File: config.mk
export PLATFORM = sky130hd
export DESIGN_NAME = badline_arbiter
export DESIGN_NICKNAME = d
export VERILOG_FILES = /design/src/rtl/badline_pkg.sv /design/src/rtl/badline_detect.sv /design/src/rtl/badline_bus_arb.sv /design/src/rtl/badline_fetch_gate.sv /design/src/rtl/badline_arbiter.sv
export SDC_FILE = /design/constraint.sdc
export NUM_CORES = 1
export LEC_CHECK = 0
export BUFFER_PORTS_ARGS = -buffer_cell sky130_fd_sc_hd__buf_4
export CAP_MARGIN = 20
export CORE_AREA = 2 2 39 41
export CTS_CLUSTER_DIAMETER = 150
export CTS_CLUSTER_SIZE = 16
export DETAILED_ROUTE_END_ITERATION = 10
export DIE_AREA = 0 0 41 43
export PLACE_DENSITY = 0.66
export SLEW_MARGIN = 20
export SYNTH_ARGS = -nofsm -noshare
export SYNTH_HDL_FRONTEND = slang
export SYNTH_SLANG_ARGS = --single-unit
export TNS_END_PERCENT = 30
File: constraint.sdc
create_clock -name clk -period 2.8 [get_ports clk]
set_clock_uncertainty 0.1 [all_clocks]
set_input_delay 0.28 -clock clk [delete_from_list [all_inputs] [get_ports clk]]
set_output_delay 0.28 -clock clk [all_outputs]
set_load 0.05 [all_outputs]
File: src/rtl/badline_pkg.sv
// Shared types for the bad line detector and bus arbiter.
// Assumes one clock edge per video cycle.
package badline_pkg;

    // Arbitration phase: bus free, bus requested but AEC still lagging,
    // or bus fully taken.
    typedef enum logic [1:0] {
        ARB_IDLE   = 2'd0,
        ARB_LAG    = 2'd1,
        ARB_STOLEN = 2'd2
    } arb_state_t;

endpackage

File: src/rtl/badline_detect.sv
// Bad line condition detector.
// Keeps the frame's display-enable latch and evaluates the bad line
// condition combinationally from the current cycle's inputs.
// Assumes raster_i and yscroll_i are stable for the whole cycle.
module badline_detect #(
    parameter int RASTER_W  = 9,
    parameter int YS_W      = 3,
    parameter int WIN_FIRST = 48,
    parameter int WIN_LAST  = 247,
    parameter int DEN_LINE  = 48,
    parameter int CLR_LINE  = 0
) (
    input  logic                clk,
    input  logic                rst_n,
    input  logic [RASTER_W-1:0] raster_i,
    input  logic [YS_W-1:0]     yscroll_i,
    input  logic                den_i,
    output logic                bad_line_o
);

    localparam logic [RASTER_W-1:0] WIN_LO  = RASTER_W'(WIN_FIRST);
    localparam logic [RASTER_W-1:0] WIN_HI  = RASTER_W'(WIN_LAST);
    localparam logic [RASTER_W-1:0] DEN_LN  = RASTER_W'(DEN_LINE);
    localparam logic [RASTER_W-1:0] CLR_LN  = RASTER_W'(CLR_LINE);

    logic den_seen_q;
    logic in_window;
    logic scroll_match;

    // Latch display-enable seen on the enable line; clear at frame start.
    always_ff @(posedge clk) begin
        if (!rst_n) begin
            den_seen_q <= 1'b0;
        end else if (raster_i == CLR_LN) begin
            den_seen_q <= 1'b0;
        end else if (raster_i == DEN_LN && den_i) begin
            den_seen_q <= 1'b1;
        end
    end

    // Evaluate the window, the scroll match and the combined condition.
    always_comb begin
        in_window    = (raster_i >= WIN_LO) && (raster_i <= WIN_HI);
        scroll_match = (raster_i[YS_W-1:0] == yscroll_i);
        bad_line_o   = den_seen_q && in_window && scroll_match;
    end

endmodule

File: src/rtl/badline_bus_arb.sv
// Bus arbiter: turns the bad line condition into BA and the AEC hold.
// BA drops the cycle after a request. AEC keeps following phi2 for
// AEC_LAG cycles and is then held low until the request ends.
// Assumes AEC_LAG >= 1 and that the cycle numbering starts at 1.
module badline_bus_arb
    import badline_pkg::*;
#(
    parameter int CYCLE_W    = 7,
    parameter int BA_START   = 12,
    parameter int FETCH_LAST = 54,
    parameter int AEC_LAG    = 3
) (
    input  logic               clk,
    input  logic               rst_n,
    input  logic               bad_line_i,
    input  logic [CYCLE_W-1:0] cycle_i,
    output logic               ba_low_o,
    output logic               aec_hold_o
);

    localparam int LAG_W = (AEC_LAG > 1) ? $clog2(AEC_LAG) : 1;
    localparam logic [CYCLE_W-1:0] REQ_LO  = CYCLE_W'(BA_START - 1);
    localparam logic [CYCLE_W-1:0] REQ_HI  = CYCLE_W'(FETCH_LAST - 1);
    localparam logic [LAG_W-1:0]   LAG_END = LAG_W'(AEC_LAG - 1);

    arb_state_t       state_q;
    logic [LAG_W-1:0] lag_q;
    logic             req;

    // Request the bus while the condition holds inside the request range.
    always_comb begin
        req = bad_line_i && (cycle_i >= REQ_LO) && (cycle_i <= REQ_HI);
    end

    // Step the arbitration phase and count the lagging AEC cycles.
    always_ff @(posedge clk) begin
        if (!rst_n) begin
            state_q <= ARB_IDLE;
            lag_q   <= '0;
        end else if (!req) begin
            state_q <= ARB_IDLE;
            lag_q   <= '0;
        end else begin
            case (state_q)
                ARB_IDLE: begin
                    state_q <= ARB_LAG;
                    lag_q   <= '0;
                end
                ARB_LAG: begin
                    if (lag_q == LAG_END) begin
                        state_q <= ARB_STOLEN;
                    end else begin
                        lag_q <= lag_q + LAG_W'(1);
                    end
                end
                default: state_q <= ARB_STOLEN;
            endcase
        end
    end

    // Decode the outputs from the phase.
    always_comb begin
        ba_low_o   = (state_q != ARB_IDLE);
        aec_hold_o = (state_q == ARB_STOLEN);
    end

endmodule

File: src/rtl/badline_fetch_gate.sv
// Fetch window gate and display-state forcing pulse.
// Fetches run in the cycles of the fetch range while the bus is
// requested. The force pulse fires once per line, in the cycle after the
// first cycle in FETCH_FIRST..FETCH_LAST-1 in which the condition holds.
// Assumes the cycle counter passes through values below FETCH_FIRST on
// every line.
module badline_fetch_gate #(
    parameter int CYCLE_W     = 7,
    parameter int FETCH_FIRST = 15,
    parameter int FETCH_LAST  = 54
) (
    input  logic               clk,
    input  logic               rst_n,
    input  logic               bad_line_i,
    input  logic               ba_low_i,
    input  logic [CYCLE_W-1:0] cycle_i,
    output logic               fetch_en_o,
    output logic               force_disp_o
);

    localparam logic [CYCLE_W-1:0] F_LO   = CYCLE_W'(FETCH_FIRST);
    localparam logic [CYCLE_W-1:0] F_HI   = CYCLE_W'(FETCH_LAST);
    localparam logic [CYCLE_W-1:0] TRG_HI = CYCLE_W'(FETCH_LAST - 1);

    logic fired_q;
    logic pulse_q;
    logic trig;

    // Fetch while the bus is requested inside the fetch range; find the
    // first trigger of this line.
    always_comb begin
        fetch_en_o = ba_low_i && (cycle_i >= F_LO) && (cycle_i <= F_HI);
        trig       = bad_line_i && !fired_q &&
                     (cycle_i >= F_LO) && (cycle_i <= TRG_HI);
    end

    // Register the one-shot pulse and re-arm it early in every line.
    always_ff @(posedge clk) begin
        if (!rst_n) begin
            fired_q <= 1'b0;
            pulse_q <= 1'b0;
        end else begin
            pulse_q <= trig;
            if (cycle_i < F_LO) begin
                fired_q <= 1'b0;
            end else if (trig) begin
                fired_q <= 1'b1;
            end
        end
    end

    // Drive the pulse output.
    always_comb begin
        force_disp_o = pulse_q;
    end

endmodule

File: src/rtl/badline_arbiter.sv
// Top of the bad line detector and bus arbiter.
// Combines the condition detector, the BA/AEC arbiter and the fetch gate.
// Assumes one clk edge per video cycle and phi2_i giving the phase level.
module badline_arbiter #(
    parameter int RASTER_W    = 9,
    parameter int CYCLE_W     = 7,
    parameter int YS_W        = 3,
    parameter int WIN_FIRST   = 48,
    parameter int WIN_LAST    = 247,
    parameter int DEN_LINE    = 48,
    parameter int CLR_LINE    = 0,
    parameter int BA_START    = 12,
    parameter int FETCH_FIRST = 15,
    parameter int FETCH_LAST  = 54,
    parameter int AEC_LAG     = 3
) (
    input  logic                clk,
    input  logic                rst_n,
    input  logic [RASTER_W-1:0] raster_i,
    input  logic [CYCLE_W-1:0]  cycle_i,
    input  logic [YS_W-1:0]     yscroll_i,
    input  logic                den_i,
    input  logic                phi2_i,
    output logic                bad_line_o,
    output logic                ba_o,
    output logic                aec_o,
    output logic                fetch_en_o,
    output logic                force_disp_o
);

    logic bad_line;
    logic ba_low;
    logic aec_hold;

    badline_detect #(
        .RASTER_W (RASTER_W),
        .YS_W     (YS_W),
        .WIN_FIRST(WIN_FIRST),
        .WIN_LAST (WIN_LAST),
        .DEN_LINE (DEN_LINE),
        .CLR_LINE (CLR_LINE)
    ) u_detect (
        .clk       (clk),
        .rst_n     (rst_n),
        .raster_i  (raster_i),
        .yscroll_i (yscroll_i),
        .den_i     (den_i),
        .bad_line_o(bad_line)
    );

    badline_bus_arb #(
        .CYCLE_W   (CYCLE_W),
        .BA_START  (BA_START),
        .FETCH_LAST(FETCH_LAST),
        .AEC_LAG   (AEC_LAG)
    ) u_arb (
        .clk       (clk),
        .rst_n     (rst_n),
        .bad_line_i(bad_line),
        .cycle_i   (cycle_i),
        .ba_low_o  (ba_low),
        .aec_hold_o(aec_hold)
    );

    badline_fetch_gate #(
        .CYCLE_W    (CYCLE_W),
        .FETCH_FIRST(FETCH_FIRST),
        .FETCH_LAST (FETCH_LAST)
    ) u_gate (
        .clk         (clk),
        .rst_n       (rst_n),
        .bad_line_i  (bad_line),
        .ba_low_i    (ba_low),
        .cycle_i     (cycle_i),
        .fetch_en_o  (fetch_en_o),
        .force_disp_o(force_disp_o)
    );

    // Drive the bus-arbitration outputs.
    always_comb begin
        bad_line_o = bad_line;
        ba_o       = !ba_low;
        aec_o      = phi2_i && !aec_hold;
    end

endmodule

-- After elaboration in Yosys (flattened, before gate mapping)
Cells that the tools add are included.
W data, S select, Z words.
- $add $sub $neg: 1
- magnitude comparators: 7
- equal/unequal tests: 7
- mux-type cells: 4
- bitwise operators: 1
- reductions and logical operators: 23
- operator list (operator ; count):
    $ge A7 B4 Y1 const B ; 2
    $le A7 B6 Y1 const B ; 2
    $logic_and A1 B1 Y1 ; 12
    $eq A9 B6 Y1 const B ; 1
    $ge A9 B6 Y1 const B ; 1
    $le A9 B8 Y1 const B ; 1
    $logic_not A9 Y1 ; 1
    $pmux W2 S2 ; 2
    $lt A7 B4 Y1 const B ; 1
    $eq A2 B2 Y1 const B ; 2
    $mux W2 ; 2
    $reduce_and A2 Y1 ; 2
    $reduce_bool A2 Y1 ; 2
    $reduce_or A2 Y1 ; 2
    $eq A3 B3 Y1 ; 1
    $logic_not A1 Y1 ; 3
    $add A2 B1 Y2 const B ; 1
    $eq A2 B1 Y1 const B ; 1
    $logic_not A2 Y1 ; 1
    $ne A2 B1 Y1 const B ; 1
    $ne A2 B2 Y1 const B ; 1
    $not A1 Y1 ; 1
- flip-flop bits (word level): 7
- bits of input ports: 23
- output and inout bits: 5

-- Depth between registers and ports, before layout
Gate-level depths: netlist (run 1).
- depth in word-level cells: 7
- mapped depth: 6
- depth with buffers taken out: 6

-- Modules after synthesis
A second synthesis (run 1) with hierarchy kept.
- cells, all modules: 54
- area total of the unflattened synthesis: 506.7 µm²
- by module, submodules not included (module ; times used ; cells an instance ; area each (µm²) ; sequential area each (µm²)):
    badline_bus_arb ; 1 ; 25 ; 241.5 ; 80.1
    badline_detect ; 1 ; 14 ; 132.6 ; 20.0
    badline_fetch_gate ; 1 ; 13 ; 115.1 ; 40.0
    badline_arbiter ; 1 ; 2 ; 17.5 ; 0.0

-- Worst setup path after synthesis (run 1)
OpenSTA, ideal clock, no wires.
- path kind: register to output
- start point: register u_arb.state_q[1]
- end point: output fetch_en_o
- data arrival time: 2.205 ns
- required time: 2.420 ns
- slack: 0.215 ns
- stages on the path, launching flop included: 3
- buffers on the path: 0
- path through: dfxtp_1 > nor2_1 > nor4_1
- cells in the longest elaborated chain, start to end: 3
- RTL lines (item ; line ; RTL):
    start, declared ; badline_bus_arb.sv:26 ; arb_state_t state_q;
    start signal, assigned ; badline_bus_arb.sv:38 ; state_q <= ARB_IDLE;
    start signal, assigned ; badline_bus_arb.sv:41 ; state_q <= ARB_IDLE;
    start signal, assigned ; badline_bus_arb.sv:46 ; state_q <= ARB_LAG;
    $reduce_bool A2 Y1 ; badline_bus_arb.sv:63 ; ba_low_o = (state_q != ARB_IDLE);
    $logic_and A1 B1 Y1 (2 in series) ; badline_fetch_gate.sv:32 ; fetch_en_o = ba_low_i && (cycle_i >= F_LO) && (cycle_i <= F_HI);
    end, declared ; badline_arbiter.sv:27 ; output logic fetch_en_o,
No other way between the ends.

-- Final worst setup path (run 1)
Same ends and word-level chain as after synthesis.

==> results of run 1 <==
==> cells in the final DEF (no fill, tap or decap), types with 2 or more instances in the layout <==
cell      Yosys  final
a31oi_1       3      3
nor3b_1       2      2
buf_4         0     27
nor4_1        2      2
dfxtp_1       7      7
o41ai_1       2      2
inv_1         3      3
nor3_1        7      7
a21oi_1       4      4
xor2_1        3      3
clkbuf_4      0      3
nor2_1        3      3
a21o_1        2      2
==> cells by family (layout without fill, tap and decap cells) <==
| kind of cell | after synthesis | after routing | share of synthesized area, % |
|---|---|---|---|
| fa+ha+maj | 1 | 1 | 2.76 |
| simple gates | 23 | 23 | 33.1 |
| buf+inv | 3 | 34 | 2.49 |
| xor+xnor | 3 | 3 | 5.80 |
| compound gates | 16 | 16 | 24.9 |
| flops | 7 | 7 | 30.9 |
==> through the flow <==
step                      hold slack, ps  util [%]  setup slack [ps]
after floorplan                      301         -               215
after global placement               308      48.8              1180
after detailed placement             322      48.8              1200
after CTS                            228      50.7              1120
after global routing                 231      50.7              1060
final                                227      50.7              1150
==> power by group <==
part	switching (W)	internal [W]	total, W
Combinational	0.0000226	0.0000287	0.0000514
Sequential	0.00000000720	0.0000996	0.0000997
Clock	0.0000396	0.0000546	0.0000942
==> registers in the layout (all words and copies together), names as in the netlist <==
name / flops
u_detect.den_seen_q: 1
u_arb.lag_q: 2
u_arb.state_q: 2
u_gate.force_disp_o: 1
u_gate.fired_q: 1
==> worst max-delay path: cells and delay by family, from the launching register on <==
family	cells	cell delay, ps
DFF	1	410
and+or+nand+nor	2	360
buffers and inverters	1	250
==> Yosys cell counts (2+ instances only) <==
cell type,instances
o41ai_1,2
xor2_1,3
nor3_1,7
inv_1,3
a21oi_1,4
a31oi_1,3
nor4_1,2
dfxtp_1,7
a21o_1,2
nor2_1,3
nor3b_1,2
==> worst paths after layout <==
check / endpoint / cells past startpoint / start
worst max-delay path: fetch_en_o / 3 / u_arb.state_q[1]$_SDFFE_PN0P_
worst min-delay path: u_gate.fired_q$_SDFFE_PP0P_ / 3 / rst_n
worst max register to register: u_arb.state_q[1]$_SDFFE_PN0P_ / 3 / u_detect.den_seen_q$_SDFFE_PP0P_
worst min register to register: u_gate.force_disp_o$_SDFF_PN0_ / 1 / u_gate.fired_q$_SDFFE_PP0P_
==> per-layer routing <==
layer  track usage (%)  vias up
li1                  -      269
met1              17.0      234
met2              24.1       21
met3              6.28        0
met4              6.00        0
met5                 0        -
==> cell type report <==
cell class	instances	area, sq um	share of cell area [%]
Inverter	3	11.3	1.60
Timing Repair Buffer	27	203	28.9
Multi-Input combinational cell	43	302	43.0
Sequential cell	7	140	20.0
Clock buffer	4	26.3	3.74
Tap cell	16	20.0	2.85
==> impl_metrics.toml, run 1 <==
[synthesis]
synth_cell_type_count = 26
ys_seq_elements = 7
syn_inst = 53
syn_nets = 77
synth_top_area_share_pct = 30.9
seq_area_frac_synth_pct = 30.9
yosys_warnings = 0
synth_ff_type = "dfxtp_1"
netlist_area_sq_um = 453
syn_avg_cell_area_sq_um = 8.55
synth.area.top_cells = "dfxtp_1, nor3_1, xor2_1"
synth_edf_count = 0
synthArstFlopShare_pct = 0
synth_area_leader_cell = "dfxtp_1"

[cts]
cts_buffers = 3
cts_tree = "yes"
cts_max_path_buffers = 2
clk_pin_slew_ps = 60
htree_levels = 1
clock-sinks = 7
clock_latency_ps = 250
hold_buffers = 0
root_buffer = "clkbuf_4"
cts_resized = 0
postCtsSetupBuffers = 0

[drt]
met2_length_um = 568
vias = 524
ant_nets = 0
top_layer_used = "met3"
firstDrtPassIters = 3
wl_per_cell_um = 11.0
vias_per_cell = 5.24
routed_wl_um = 1100
drtIter0Drc = 3
drc = 0
met1Wirelength_um = 436
met3_wirelength_um = 95

[finish]
final_area_sq_um = 702
finalNonFillerCells = 100
nets = 109
drive_gt1_share_pct = 40.5
n_antenna_cell = 0
fillCellCount = 144
areaGrowthSynthToFinish_pct = 55.0

[timing]
hold_violations = 0
fmax_ghz = 0.607
worstMarginPinSlew_ps = 667
period_share_pct = 58.8
fin_tns_setup_ps = 0
finalCriticalPeriod_ps = 1650
rsz0062_at_grt = "false"
slew_headroom_pct = 54.9
setup_viol = 0
drv_slew = 0

[power_and_ir_drop]
power_density_nw_per_um2 = 349
ir_drop_v = 0.000220
p_total_w = 0.000245
cellLeakagePower_nw = 0.295

[floorplan]
dieArea_sq_um = 1760
die_height_um = 43
start_util_pct = 32.7
pin_count = 28
die_x_um = 41
core_region_area_sq_um = 1380
rows = 14

[critical_path]
worst_path_max_delay_cell = "dfxtp_1"
critPathMaxStageDelay_ps = 410
cp.arrival_ps = 1270
worstSetupStartpointType = "flip-flop"
reg2reg_slack_ps = 1470
required_ps = 2420
crit_type = "reg -> out"
path_max_fanout = 6
critical_path.cell_chain = "nor2_1 > nor4_1 > buf_4"
endpoint_kind = "primary output"

[run_status]
status = "finished, final reports clean"

[place]
io_buffer_count = 27
dp_hpwl_um = 925
place_inst = 96
post_dp_cell_area_sq_um = 676
gp_congestion = 0.671

[global_routing]
grt_first_pass_wirelength_um = 1840
grt_pass1_vias = 514
antenna_found_initial = 0
grt_overflow_total = 0
grt_usage_pct = 15.2
grt_max_degree = 7

[flow_run]
cap_viol_max_count = 0

[min_path]
hold_path_class = "in -> reg"
Power figures use the tool's default switching activity.
==> inputs of run 2 (changes only) <==
Clock period 2.8 ns to 1.6 ns, I/O delays scaled along.
==> impl_metrics.toml, run 2 (synthesized netlist as in run 1, its figures left out) <==
[finish]
layout_common_cells = "buf_4, nor3_1, dfxtp_1"
drive_gt1_share_pct = 43.5
reg_top3 = "u_arb.lag_q: 2 flops, u_arb.state_q: 2 flops"
n_antenna_cell = 0
finalNonFillerCells = 101
layout.cells.most_common = "buf_4"
nets = 110
areaGrowthSynthToFinish_pct = 61.0

[power_and_ir_drop]
power_density_nw_per_um2 = 582
ir_drop_v = 0.000361
cellLeakagePower_nw = 0.302
p_total_w = 0.000425

[run_status]
status = "finished, final reports clean"

[timing]
worstMarginPinSlew_ps = 443
fmax_ghz = 0.672
period_share_pct = 92.9
drv_slew = 0
setup_viol = 0
hold_violations = 0
rsz0062_at_grt = "false"
whs_ps = 112
slew_headroom_pct = 70.1
finalCriticalPeriod_ps = 1490

[cts]
clock_latency_ps = 250
hold_buffers = 0
cts_max_path_buffers = 2
root_buffer = "clkbuf_4"
cts_buffers = 3
postCtsSetupBuffers = 0
cts_resized = 0
clk_pin_slew_ps = 50
clock-sinks = 7
htree_levels = 1
cts_tree = "yes"

[place]
gp_congestion = 0.702
dp_hpwl_um = 1020
io_buffer_count = 27
place_inst = 97

[floorplan]
core_region_area_sq_um = 1380
rows = 14
die_x_um = 41
start_util_pct = 32.7
pin_count = 28
dieArea_sq_um = 1760
die_height_um = 43

[drt]
drtIter0Drc = 4
wl_per_cell_um = 12.0
vias = 522
routed_wl_um = 1210
drc = 0
vias_per_cell = 5.17
firstDrtPassIters = 3
ant_nets = 0

[global_routing]
met1_usage_pct = 18.2
grt.met2_usage_pct = 25.0
grt_pass1_vias = 474
grt_usage_pct = 15.5
antenna_found_initial = 0
grt_first_pass_wirelength_um = 1860
use_met3_pct = 1.57
grt_overflow_total = 0
busiest_layer = "met2"
grt_max_degree = 7

[min_path]
hold_path_startpoint = "rst_n"
hold_path_class = "in -> reg"

[critical_path]
endpoint_kind = "primary output"
worstReg2RegEnd = "u_arb.lag_q[1]$_SDFFE_PN0P_"
crit_type = "reg -> out"
cp.arrival_ps = 1230
required_ps = 1340
r2r_start = "u_arb.lag_q[0]$_SDFFE_PN0P_"
reg2reg_slack_ps = 310
reg2regPathDepth = 6
cp-endpoint = "fetch_en_o"
crit_start = "u_arb.state_q[1]$_SDFFE_PN0P_"
worstSetupStartpointType = "flip-flop"
path_max_fanout = 6

[flow_run]
cap_viol_max_count = 0
run 2: power by group:
part / switching (W) / internal [W] / total [W]
sequential: 0.0000000119 / 0.000175 / 0.000175
clock: 0.0000597 / 0.0000948 / 0.000155
combinational: 0.0000433 / 0.0000523 / 0.0000956
run 2: stage by stage:
stage / utilization (%) / instance area [sq um] / TNS (ps) / setup WS (ps)
CTS: 52.4 / 724 / 0 / 69.1
global route: 52.7 / 729 / 0 / 22.6
floorplan: - / 468 / -165 / -165
detailed placement: 50.5 / 698 / 0 / 112
global placement: 50.5 / 698 / 0 / 171
finish: 52.7 / 729 / 0 / 113
run 2: final cells by class:
cell class,instances,area (sq um)
fillers,141,654
multi-input cells,43,322
repair buffers,28,210
flip-flops and latches,7,140
clock buffers,4,26.3
well taps,16,20.0
inverters,3,11.3
run 2: worst max-delay path: stages (launching register included):
cell and delay, ps:
dfxtp_1 400, nor2_1 110, nor4_4 240, buf_4 230
run 2: worst min-delay path by stage:
stage	depth (start not counted)	slack, ps	endpoint
global route	3	130	u_detect.den_seen_q$_SDFFE_PP0P_
finish	3	110	u_gate.fired_q$_SDFFE_PP0P_
detailed placement	1	320	u_gate.force_disp_o$_SDFF_PN0_
global placement	1	310	u_gate.force_disp_o$_SDFF_PN0_
floorplan	2	210	u_gate.fired_q$_SDFFE_PP0P_
CTS	3	110	u_gate.fired_q$_SDFFE_PP0P_
run 2: metal layers:
layer  share of wire [%]  vias to the layer above
met5                   0                        -
met2                  51                       10
met4                0.83                        0
li1                    -                      275
met3                 5.4                        2
met1                  43                      235
